File: src/rtl/puf_sig_pkg.sv
package puf_sig_pkg;

  typedef enum logic [1:0] {
    ST_IDLE,
    ST_ISSUE,
    ST_WAIT,
    ST_FIN
  } runState_t;

  // strobes from the sequencer to the datapath
  typedef struct packed {
    logic runStart;   // clear signature at start of a run
    logic issue;      // latch challenge word towards the core
    logic capture;    // store response bit at current index
    logic loadRef;    // copy signature into reference
    logic launchCmp;  // start a distance computation
  } ctrlStb_t;

endpackage

File: src/rtl/puf_sig_ctrl.sv
module puf_sig_ctrl
  import puf_sig_pkg::*;
#(
  parameter int SIG_BITS = 100,
  localparam int IDX_W = $clog2(SIG_BITS)
) (
  input  logic             clk,
  input  logic             rstN,
  input  logic             start,
  input  logic             storeRef,
  input  logic             respValid,
  output ctrlStb_t         stb,
  output logic [IDX_W-1:0] idx,
  output logic             busy,
  output logic             done
);

  localparam logic [IDX_W-1:0] LAST_IDX = IDX_W'(SIG_BITS - 1);

  runState_t state;
  logic      refMode;

  always_ff @(posedge clk or negedge rstN) begin
    if (!rstN) begin
      state   <= ST_IDLE;
      idx     <= '0;
      refMode <= 1'b0;
      done    <= 1'b0;
    end else begin
      done <= (state == ST_FIN);
      unique case (state)
        ST_IDLE: begin
          if (start) begin
            idx     <= '0;
            refMode <= storeRef;
            state   <= ST_ISSUE;
          end
        end
        ST_ISSUE: state <= ST_WAIT;
        ST_WAIT: begin
          if (respValid) begin
            if (idx == LAST_IDX) begin
              state <= ST_FIN;
            end else begin
              idx   <= idx + 1'b1;
              state <= ST_ISSUE;
            end
          end
        end
        ST_FIN: state <= ST_IDLE;
        default: state <= ST_IDLE;
      endcase
    end
  end

  always_comb begin
    stb = '0;
    unique case (state)
      ST_IDLE:  stb.runStart = start;
      ST_ISSUE: stb.issue    = 1'b1;
      ST_WAIT:  stb.capture  = respValid;
      ST_FIN: begin
        stb.loadRef   = refMode;
        stb.launchCmp = !refMode;
      end
      default: stb = '0;
    endcase
  end

  assign busy = (state != ST_IDLE);

endmodule

File: src/rtl/puf_popcnt_tree.sv
module puf_popcnt_tree #(
  parameter int WIDTH = 100,
  parameter int GROUP = 8,
  localparam int OUT_W = $clog2(WIDTH + 1),
  localparam int NGRP  = (WIDTH + GROUP - 1) / GROUP,
  localparam int GRP_W = $clog2(GROUP + 1),
  localparam int PAD_W = NGRP * GROUP
) (
  input  logic             clk,
  input  logic             rstN,
  input  logic             launch,
  input  logic [WIDTH-1:0] vec,
  output logic [OUT_W-1:0] count,
  output logic             countValid
);

  logic [PAD_W-1:0] padded;
  logic [GRP_W-1:0] partComb [NGRP];
  logic [GRP_W-1:0] partQ    [NGRP];
  logic             stage1Valid;
  logic [OUT_W-1:0] totalComb;

  assign padded = PAD_W'(vec);

  for (genvar g = 0; g < NGRP; g++) begin : g_grp
    always_comb begin
      partComb[g] = '0;
      for (int b = 0; b < GROUP; b++) begin
        partComb[g] = partComb[g] + GRP_W'(padded[g*GROUP + b]);
      end
    end

    always_ff @(posedge clk or negedge rstN) begin
      if (!rstN)       partQ[g] <= '0;
      else if (launch) partQ[g] <= partComb[g];
    end
  end

  always_comb begin
    totalComb = '0;
    for (int g = 0; g < NGRP; g++) begin
      totalComb = totalComb + OUT_W'(partQ[g]);
    end
  end

  always_ff @(posedge clk or negedge rstN) begin
    if (!rstN) begin
      stage1Valid <= 1'b0;
      countValid  <= 1'b0;
      count       <= '0;
    end else begin
      stage1Valid <= launch;
      countValid  <= stage1Valid;
      if (stage1Valid) count <= totalComb;
    end
  end

endmodule

File: src/rtl/puf_sig_dpath.sv
module puf_sig_dpath
  import puf_sig_pkg::*;
#(
  parameter int SIG_BITS = 100,
  parameter int CHAL_W   = 100,
  parameter int GROUP    = 8,
  parameter int CNT_W    = 8,
  parameter bit KEEP_SUM = 1'b1,
  localparam int IDX_W  = $clog2(SIG_BITS),
  localparam int DIST_W = $clog2(SIG_BITS + 1),
  localparam int SUM_W  = DIST_W + CNT_W
) (
  input  logic                clk,
  input  logic                rstN,
  input  logic                clear,
  input  ctrlStb_t            stb,
  input  logic [IDX_W-1:0]    idx,
  input  logic [CHAL_W-1:0]   chalWord,
  input  logic                respBit,
  output logic [CHAL_W-1:0]   coreChal,
  output logic                coreChalValid,
  output logic [SIG_BITS-1:0] signature,
  output logic [DIST_W-1:0]   distance,
  output logic                distValid,
  output logic [DIST_W-1:0]   distMin,
  output logic [DIST_W-1:0]   distMax,
  output logic [SUM_W-1:0]    distSum,
  output logic [CNT_W-1:0]    distCount
);

  logic [SIG_BITS-1:0] refSig;

  // challenge handoff and signature assembly
  always_ff @(posedge clk or negedge rstN) begin
    if (!rstN) begin
      coreChal      <= '0;
      coreChalValid <= 1'b0;
      signature     <= '0;
      refSig        <= '0;
    end else begin
      coreChalValid <= stb.issue;
      if (stb.issue)        coreChal       <= chalWord;
      if (stb.runStart)     signature      <= '0;
      else if (stb.capture) signature[idx] <= respBit;
      if (stb.loadRef)      refSig         <= signature;
    end
  end

  puf_popcnt_tree #(
    .WIDTH (SIG_BITS),
    .GROUP (GROUP)
  ) i_tree (
    .clk        (clk),
    .rstN       (rstN),
    .launch     (stb.launchCmp),
    .vec        (signature ^ refSig),
    .count      (distance),
    .countValid (distValid)
  );

  // extreme values
  always_ff @(posedge clk or negedge rstN) begin
    if (!rstN) begin
      distMin <= '1;
      distMax <= '0;
    end else if (clear) begin
      distMin <= '1;
      distMax <= '0;
    end else if (distValid) begin
      if (distance < distMin) distMin <= distance;
      if (distance > distMax) distMax <= distance;
    end
  end

  // optional accumulation for an average
  if (KEEP_SUM) begin : g_sum
    always_ff @(posedge clk or negedge rstN) begin
      if (!rstN) begin
        distSum   <= '0;
        distCount <= '0;
      end else if (clear) begin
        distSum   <= '0;
        distCount <= '0;
      end else if (distValid) begin
        distSum   <= distSum + SUM_W'(distance);
        distCount <= distCount + 1'b1;
      end
    end
  end else begin : g_nosum
    assign distSum   = '0;
    assign distCount = '0;
  end

endmodule

File: src/rtl/puf_sig_collector.sv
module puf_sig_collector
  import puf_sig_pkg::*;
#(
  parameter int SIG_BITS = 100,
  parameter int CHAL_W   = 100,
  parameter int GROUP    = 8,
  parameter int CNT_W    = 8,
  parameter bit KEEP_SUM = 1'b1,
  localparam int IDX_W  = $clog2(SIG_BITS),
  localparam int DIST_W = $clog2(SIG_BITS + 1),
  localparam int SUM_W  = DIST_W + CNT_W
) (
  input  logic                clk,
  input  logic                rstN,
  input  logic                start,
  input  logic                storeRef,
  input  logic                clear,
  output logic [IDX_W-1:0]    chalIdx,
  input  logic [CHAL_W-1:0]   chalWord,
  output logic [CHAL_W-1:0]   coreChal,
  output logic                coreChalValid,
  input  logic                respBit,
  input  logic                respValid,
  output logic                busy,
  output logic                done,
  output logic [SIG_BITS-1:0] signature,
  output logic [DIST_W-1:0]   distance,
  output logic                distValid,
  output logic [DIST_W-1:0]   distMin,
  output logic [DIST_W-1:0]   distMax,
  output logic [SUM_W-1:0]    distSum,
  output logic [CNT_W-1:0]    distCount
);

  ctrlStb_t stb;

  puf_sig_ctrl #(
    .SIG_BITS (SIG_BITS)
  ) i_ctrl (
    .clk       (clk),
    .rstN      (rstN),
    .start     (start),
    .storeRef  (storeRef),
    .respValid (respValid),
    .stb       (stb),
    .idx       (chalIdx),
    .busy      (busy),
    .done      (done)
  );

  puf_sig_dpath #(
    .SIG_BITS (SIG_BITS),
    .CHAL_W   (CHAL_W),
    .GROUP    (GROUP),
    .CNT_W    (CNT_W),
    .KEEP_SUM (KEEP_SUM)
  ) i_dpath (
    .clk           (clk),
    .rstN          (rstN),
    .clear         (clear),
    .stb           (stb),
    .idx           (chalIdx),
    .chalWord      (chalWord),
    .respBit       (respBit),
    .coreChal      (coreChal),
    .coreChalValid (coreChalValid),
    .signature     (signature),
    .distance      (distance),
    .distValid     (distValid),
    .distMin       (distMin),
    .distMax       (distMax),
    .distSum       (distSum),
    .distCount     (distCount)
  );

endmodule

File: config.mk
export PLATFORM = sky130hd
export DESIGN_NAME = puf_sig_collector
export DESIGN_NICKNAME = d
export VERILOG_FILES = /design/src/rtl/puf_sig_pkg.sv /design/src/rtl/puf_sig_ctrl.sv /design/src/rtl/puf_popcnt_tree.sv /design/src/rtl/puf_sig_dpath.sv /design/src/rtl/puf_sig_collector.sv
export SDC_FILE = /design/constraint.sdc
export NUM_CORES = 1
export LEC_CHECK = 0
export BUFFER_PORTS_ARGS = -buffer_cell sky130_fd_sc_hd__buf_2
export CAP_MARGIN = 0
export CORE_MARGIN = 1.5
export CORE_UTILIZATION = 31
export DETAILED_ROUTE_END_ITERATION = 12
export MAX_ROUTING_LAYER = met4
export PLACE_DENSITY_LB_ADDON = 0.3
export SLEW_MARGIN = 15
export SYNTH_ARGS = -nofsm -noshare
export SYNTH_HDL_FRONTEND = slang
export SYNTH_SLANG_ARGS = --single-unit
export TNS_END_PERCENT = 5
File: constraint.sdc
create_clock -name clk -period 4.8 [get_ports clk]
set_input_delay 0.96 -clock clk [delete_from_list [all_inputs] [get_ports clk]]
set_output_delay 0.96 -clock clk [all_outputs]
set_load 0.02 [all_outputs]
==> run summary, run 1 <==
TritonCTS built the clock tree. The smallest clock period supported by the final layout is computed as 4.51 ns. Clock transition at the registers of the reported paths: 0.06 ns.

Global routing used 16.8% of the available tracks. The count of unresolved DRC violations after routing was 0; the detailed-placement wirelength estimate was 40100 um. Dividing total power by cell area gives a power density of 447 nW/um2.

The CTS buffer count is 49. The tools report the number of antenna violations at the first check in global routing as 0. The worst reg2reg path startpoint is i_dpath.i_tree.partQ[2]$_DFFE_PN0P_. Counting buffers and inverters, the worst setup path is 13 cells deep. H-tree depth: 2. The floorplan step defined a die boundary enclosing 69200 um2. The vias per cell was 4.73. The count of nets left with antenna violations once routing finished came out at 0.

Max-slew violation count: 0. Yosys printed 0 warnings. In this run the vertical extent of the chip is 263 um. The floorplan has 95 rows. The signal on the critical path passes through inv_1 > fa_1 > inv_1 > fa_1 > fa_1 > fa_1 > fa_1 > ha_1 > fa_1 > a21o_1 > a21oi_1 > xnor2_1 > mux2_2. For the met3 track demand over resource, the log shows 3.42%.

Summing the areas of all and, or, nand and nor instances in the mapped netlist gives 8.99% of the synthesized area. Following the worst setup path forward leads to its endpoint at i_dpath.i_tree.count[6]$_DFFE_PN0P_. The slowest stage of the critical path is the fa_1 cell. The fraction of synthesized cell area in xor and xnor cells came out at 5.68%.

The synthesized netlist occupies a cell area of 21000 um2. The count of state elements after synthesis works out to 409. The congestion estimate from routability-driven global placement came to 0.801.

The number of sinks driven by the clock tree is 409, and the proportion of synthesized area in mux cells is 13.1%. The total of fill cells in the finished design was 6603; the number of nets in the layout was 2417. Dividing the final minimum period by the clock period gives 93.9%.

The tools report the aggregate negative setup slack as 0 ns. The final setup violation count was 0. Count of flip-flops with a built-in enable after synthesis: 0. The sequential element share of the synthesized area came out at 48.8%. The worst setup path is launched from a flip-flop.

Across all register-to-register paths, the minimum setup slack is 0.29 ns. Port buffering added 361 buffers. The worst setup path is of the flip-flop to flip-flop kind. Most used routing layer in global routing: met2. Once the clock tree was built, the resizer swapped 0 gates to a different size. The logs give 15200 for the via count of the first global-routing pass and 0 for the number of max-capacitance violations reported. Once the floorplan was initialized, standard cells occupied 31.3% of the core. The tools report the leakage power figure as 12.8 nW.

The run gives 0.000493 V as the maximum resistive drop on vdd. The worst setup skew after layout came out at 0.0301 ns. Static timing analysis puts the maximum clock frequency at 222 MHz. The worst-path maximum fanout was 2. On the worst path, the slowest cell contributes a delay of 0.54 ns.

The cell that appears most often on the critical path is fa_1. From left edge to right edge, the die measures 263 um. The number of different library cells used by synthesis comes to 60.

From synthesis to final layout, the design area changed by 20.3%. Once layout is done, the placed cells without fillers occupy 25200 um2. In this run the mean area of a mapped cell was 11.6 um2. The tools report the global-route met2 utilization as 28.5%. Setup repair after global routing left no endpoint under its margin. The logs give 0 for the final-report hold violation count and 884 for the starting DRC count in detailed routing.

Counting every instance in the synthesized netlist gives 1807. The number of buffers and inverters on the critical path is 2. The fraction of the mapped netlist area in adder cells is 12.9%, and the length in cells of the worst reg-to-reg path is 13.

The path class of the tightest hold or removal check is primary input to asynchronous set/reset pin. The fraction of registers with async set or reset after synthesis is 100%, and the count of hold buffers inserted by post-cts repair is 0. For the worst setup path, the data required time is 5.30 ns. Reg-to-reg critical path endpoint: i_dpath.i_tree.count[6]$_DFFE_PN0P_. The number of nets produced by synthesis is 2077, and the worst slew slack as a fraction of its limit is 21.0%.

Total length of routed wires: 56400 um. In this design, the largest share of critical-path delay is due to adder cells. Data arrives at the worst endpoint at 5.01 ns. The flow ran to the end, and the final reports show no timing, DRC or antenna violations. The logs give 0 for the total grt overflow and 88700 um for the global-route wire length before repair.

The pin slew with the least headroom to its limit came out at 1.19 ns. For this run, global-route usage on met1 was measured as 20.3%. The critical path endpoint category was a flip-flop. The share of cells above drive strength 1 was 31.7%.

The library cells used most frequently in the layout, excluding fill and tap cells, are dfrtp_1, buf_2, mux2_2. For the number of top-level design ports, the log shows 362. The clock passes through at most 3 buffers. The post-CTS setup buffer count was 0. Summing the areas of all compound-gate instances in the mapped netlist gives 6.08% of the synthesized area.

The pin count of the biggest net entering global routing was 101; the via count was 14500. The pre-antenna-repair detailed-routing pass consisted of 5 iterations. The buffer type at the clock tree root is clkbuf_16.

Leaving out fill and tap cells, the most frequent cell in the layout is dfrtp_1. In the final routed layout, each cell accounts on average for 18.4 um. Main combinational cell family by area after synthesis: multiplexers.

The logs give 67000 um2 for the placeable core area and 23600 um2 for the area after detailed placement. The worst setup path startpoint was i_dpath.i_tree.partQ[2]$_DFFE_PN0P_. For the clock insertion delay at the later pin of the skew report, the log shows 0.61 ns. Among all flip-flop cells after synthesis, the most frequent one is dfrtp_1.
## layout make-up
type                       instances  area, um2  area share, %
antenna                            1       2.50        0.00992
clock buffer                      66       1390           5.51
clock inverter                    26        263           1.04
inverter                         119        447           1.77
multi-input combinational       1194       9840           39.0
sequential                       409      10200           40.6
tap                              873       1090           4.33
timing repair buffer             374       1960           7.78
## cells in the mapped netlist (15+ instances only)
cell	number	area share [%]
nand2_1	154	2.8
ha_1	73	4.4
fa_1	90	8.6
clkbuf_1	15	0.27
o21ai_0	96	2.3
buf_4	19	0.68
nor2_1	127	2.3
mux2i_1	41	2.0
buf_2	40	0.95
a21oi_1	115	2.7
mux2_2	207	11
xnor2_1	39	1.6
nand3_1	69	1.6
inv_1	119	2.1
xor2_1	97	4.1
dfrtp_1	402	48
## per-stage QoR
stage	setup slack, ns	utilization [%]	power [mW]	std cells	hold WS, ns
floorplan	0.467	-	6.52	1807	0.352
global placement	0.349	35.2	7.52	2969	0.472
detailed placement	0.283	35.2	7.63	2969	0.472
CTS	0.250	37.6	11.5	3061	0.419
global route	0.122	37.6	11.9	3061	0.447
finish	0.290	37.6	11.3	3062	0.404
## per-layer routing
layer / share of wire (%) / up-vias
met3: 4.9 / 91
met1: 42 / 7348
li1: - / 6725
met5: 0 / -
met2: 51 / 328
met4: 2.4 / 0
## flip-flops by register name (all words and copies together) (netlist names)
signal,flops
i_ctrl.done,1
i_ctrl.idx,7
i_ctrl.refMode,1
i_ctrl.state,2
i_dpath.coreChal,100
i_dpath.coreChalValid,1
i_dpath.distCount,8
i_dpath.distMax,7
i_dpath.distMin,7
i_dpath.distSum,15
i_dpath.i_tree.count,7
i_dpath.i_tree.countValid,1
i_dpath.i_tree.partQ,51
i_dpath.i_tree.stage1Valid,1
i_dpath.refSig,100
i_dpath.signature,100
## kinds of logic after synthesis
family | count (synthesis)
compound gates | 237
xor+xnor | 136
fa+ha+maj | 163
buf+inv | 204
flops | 409
mux | 248
simple gates | 410
## worst min-delay path by stage
stage / start / to / slack, ns
floorplan: i_dpath.i_tree.stage1Valid$_DFF_PN0_ / i_dpath.i_tree.countValid$_DFF_PN0_ / 0.35
global route: rstN / i_dpath.distMax[6]$_DFFE_PN0P_ / 0.45
finish: rstN / i_dpath.distMax[6]$_DFFE_PN0P_ / 0.40
CTS: rstN / i_dpath.distMax[6]$_DFFE_PN0P_ / 0.42
global placement: i_dpath.i_tree.partQ[41]$_DFFE_PN0P_ / i_dpath.i_tree.partQ[41]$_DFFE_PN0P_ / 0.47
detailed placement: i_dpath.i_tree.partQ[6]$_DFFE_PN0P_ / i_dpath.i_tree.partQ[6]$_DFFE_PN0P_ / 0.47
## power by group
group / internal, mW / switching (mW) / leakage (nW)
sequential: 4.00 / 0.392 / 5.44
combinational: 1.25 / 1.88 / 6.57
clock: 2.21 / 1.56 / 0.816
total: 7.46 / 3.83 / 12.8
Note: power is estimated with default switching activity, not from simulation.
==> run 2, diff against run 1 <==
--- a/config.mk
+++ b/config.mk
@@ -11,7 +11,7 @@
 export CORE_UTILIZATION = 31
 export DETAILED_ROUTE_END_ITERATION = 12
 export MAX_ROUTING_LAYER = met4
-export PLACE_DENSITY_LB_ADDON = 0.3
+export PLACE_DENSITY = 0.57
 export SLEW_MARGIN = 15
 export SYNTH_ARGS = -nofsm -noshare
 export SYNTH_HDL_FRONTEND = slang
==> run 2 against run 1 <==
  * Maximum frequency up 1.2%
  * Final area about the same
  * Clock skew down 0.018 ns
  * Combinational power about the same
  * Via count up 0.60%
  * First-iteration DRC count down 10%
  * Die area unchanged
  * Register-to-register slack better by 0.05 ns
  * Critical path type unchanged
  * Largest power group unchanged
  * Highest routed layer unchanged
==> run summary, run 2 (synthesis gave the netlist of run 1 again) <==
For the signal arrival time at the worst endpoint, the log shows 4.93 ns (was 5.01 ns). The max-slew violation count came out at 0 (unchanged). The worst-path maximum fanout was 2 (unchanged). The run gives 92 (was 101) as the pin count of the biggest net entering global routing. The standard-cell row count was 95 (unchanged). The initial core utilization is 31.3% (unchanged), and the share of the clock period used by the worst path after layout is 92.8% (was 93.9%). The run gives 0 (unchanged) as the final-report hold violation count. Biggest registers after layout: i_dpath.coreChal x100, i_dpath.refSig x100, i_dpath.signature x100 (unchanged). The tools report the total global-route track usage as 16.6% (was 16.8%).

Setup repair after global routing left no endpoint under its margin. The run gives 409 (unchanged) as the number of sinks driven by the clock tree. For the final core utilization, the log shows 37.7% (was 37.6%). The tools report the via count of the first global-routing pass as 15200 (about the same).

The tools report the CTS buffer count as 49 (unchanged). The worst reg2reg path startpoint is i_dpath.i_tree.partQ[2]$_DFFE_PN0P_ (unchanged). For the count of antenna-violating nets left after detailed routing, the log shows 0 (unchanged). For the worst slew slack as a fraction of its limit, the log shows 18.7% (was 21.0%). The clock transition at the registers of the reported paths was 0.06 ns (about the same); the maximum achievable frequency was 224 MHz (was 222 MHz). Worst setup path startpoint: i_dpath.i_tree.partQ[2]$_DFFE_PN0P_ (unchanged).

The height of the chip came out at 263 um (unchanged). The number of max-capacitance violations reported is 0 (unchanged), and the final setup violation count is 0 (unchanged). The run gives 3 (unchanged) as the clock tree buffer depth. Routed length on met2: 27600 um (was 28500 um). The tools report the critical path endpoint category as a flip-flop (unchanged). The tools report the global-route wire length before repair as 87800 um (was 88700 um). Via count: 14600 (was 14500). The worst setup path category is flip-flop to flip-flop (unchanged).

The data required time of the worst path came out at 5.27 ns (was 5.30 ns). Reg-to-reg critical path endpoint: i_dpath.i_tree.count[6]$_DFFE_PN0P_ (unchanged). The pin slew with the least headroom to its limit is 1.22 ns (was 1.19 ns), and the leakage power figure is 12.9 nW (was 12.8 nW). The worst setup skew after layout was 0.0118 ns (was 0.0301 ns). The area of the die was 69200 um2 (unchanged); the amount of wire on met3 after detailed routing was 3110 um (was 2740 um). The top layer reached by signal wires is met4 (unchanged). The total length of routed wires is 55900 um (was 56400 um). The placer's final routability congestion estimate came out at 0.820 (was 0.801).

The power density of the placed cells works out to 446 nW/um2 (was 447 nW/um2). Commonest cells after routing, fill and taps aside: dfrtp_1, buf_2, mux2_2 (unchanged). The die span in x was 263 um (unchanged); the number of iterations in the first detailed-routing pass was 5 (unchanged).

For the number of nets in the layout, the log shows 2420 (was 2417). The run finished with clean final reports. TritonCTS built the clock tree. The tools report the number of top-level design ports as 362 (unchanged). The count of unresolved DRC violations after routing is 0 (unchanged). The worst min-delay path class is primary input to asynchronous set/reset pin (unchanged). The aggregate negative setup slack was 0 ns (unchanged); the post-CTS setup buffer count was 0 (unchanged). The count of hold buffers inserted by post-cts repair was 0 (unchanged); the area after detailed placement was 23600 um2 (about the same). The number of buffers inserted by port buffering is 361 (unchanged), and the number of antenna violations at the first check in global routing is 1 (was 0). Maximum resistive drop on vdd: 0.000375 V (was 0.000493 V).

The final cell area excluding filler cells was 25300 um2 (was 25200 um2). The buffer type at the clock tree root is clkbuf_16 (unchanged). The clock insertion delay at the later pin of the skew report is 0.59 ns (was 0.61 ns), and the worst setup slack for register-to-register paths is 0.34 ns (was 0.29 ns). The starting DRC count in detailed routing is 792 (was 884), and the vias per cell is 4.77 (was 4.73). The total grt overflow is 0 (unchanged). The minimum clock period was 4.46 ns (was 4.51 ns); the detailed-placement wirelength estimate was 39800 um (was 40100 um). The placeable core area is 67000 um2 (unchanged).

The average detailed-routed wire length per instance was 18.3 um (was 18.4 um). For the count of cells resized by post-cts repair, the log shows 0 (unchanged). The synthesis-to-layout area growth came out at 20.4% (was 20.3%). Leading cell type in the layout, fill and taps excluded: dfrtp_1 (unchanged). The share of cells above drive strength 1 works out to 31.5% (was 31.7%). The tools report the type of origin of the critical path as a flip-flop (unchanged). The routed metal-1 wirelength came out at 23500 um (was 23800 um). For the H-tree depth, the log shows 2 (unchanged).

The length in cells of the worst reg-to-reg path works out to 13 (unchanged).
run 2: changes by cell type in the layout (fill, tap and decap cells not counted), sizes merged:
cell / delta
buf: +3
clkbuf: +5
clkinv: -8
clkinvlp: -3
run 2: area by class of cell:
class                   instances  area, um2
flip-flops and latches        409      10200
clock buffers                  71       1440
fillers                      6629      41800
inverters                     119        447
clock inverters                15        194
well taps                     873       1090
diodes                          1       2.50
repair buffers                377       2010
multi-input cells            1194       9830
run 2: worst max path at each step:
stage	end	slack [ns]	cells past startpoint
3_3_place_gp	i_dpath.i_tree.count[6]$_DFFE_PN0P_	0.36	13
3_5_place_dp	i_dpath.i_tree.count[6]$_DFFE_PN0P_	0.32	13
2_1_floorplan	i_dpath.i_tree.count[6]$_DFFE_PN0P_	0.47	13
5_1_grt	i_dpath.i_tree.count[6]$_DFFE_PN0P_	0.14	13
6_report	i_dpath.i_tree.count[6]$_DFFE_PN0P_	0.34	13
4_1_cts	i_dpath.i_tree.count[6]$_DFFE_PN0P_	0.31	13
run 2: worst max-delay path, cell delays in order (launching register included):
cell     delay (ns)
dfrtp_1        0.31
inv_1          0.06
fa_1           0.53
inv_1          0.06
fa_1           0.50
fa_1           0.52
fa_1           0.53
fa_1           0.49
ha_1           0.24
fa_1           0.40
a21o_1         0.19
a21oi_1        0.16
xnor2_1        0.08
mux2_2         0.26
run 2: routing by layer:
| metal | track usage (%) | vias up |
|---|---|---|
| li1 | - | 6735 |
| met1 | 20.2 | 7370 |
| met2 | 27.6 | 373 |
| met3 | 3.52 | 101 |
| met4 | 5.44 | 0 |
| met5 | - | - |
run 2: metrics by stage:
stage	hold slack, ns	worst slack [ns]	std cells	power [mW]
5_1_grt	0.367	0.145	3059	11.9
2_1_floorplan	0.352	0.467	1807	6.52
3_5_place_dp	0.470	0.317	2972	7.60
6_report	0.318	0.344	3059	11.3
3_3_place_gp	0.472	0.357	2972	7.52
4_1_cts	0.336	0.306	3058	11.5
run 2: power by group:
group | switching, mW | leakage (nW) | internal (mW)
logic | 1.86 | 6.61 | 1.26
clock network | 1.52 | 0.806 | 2.24
registers | 0.377 | 5.44 | 4.00
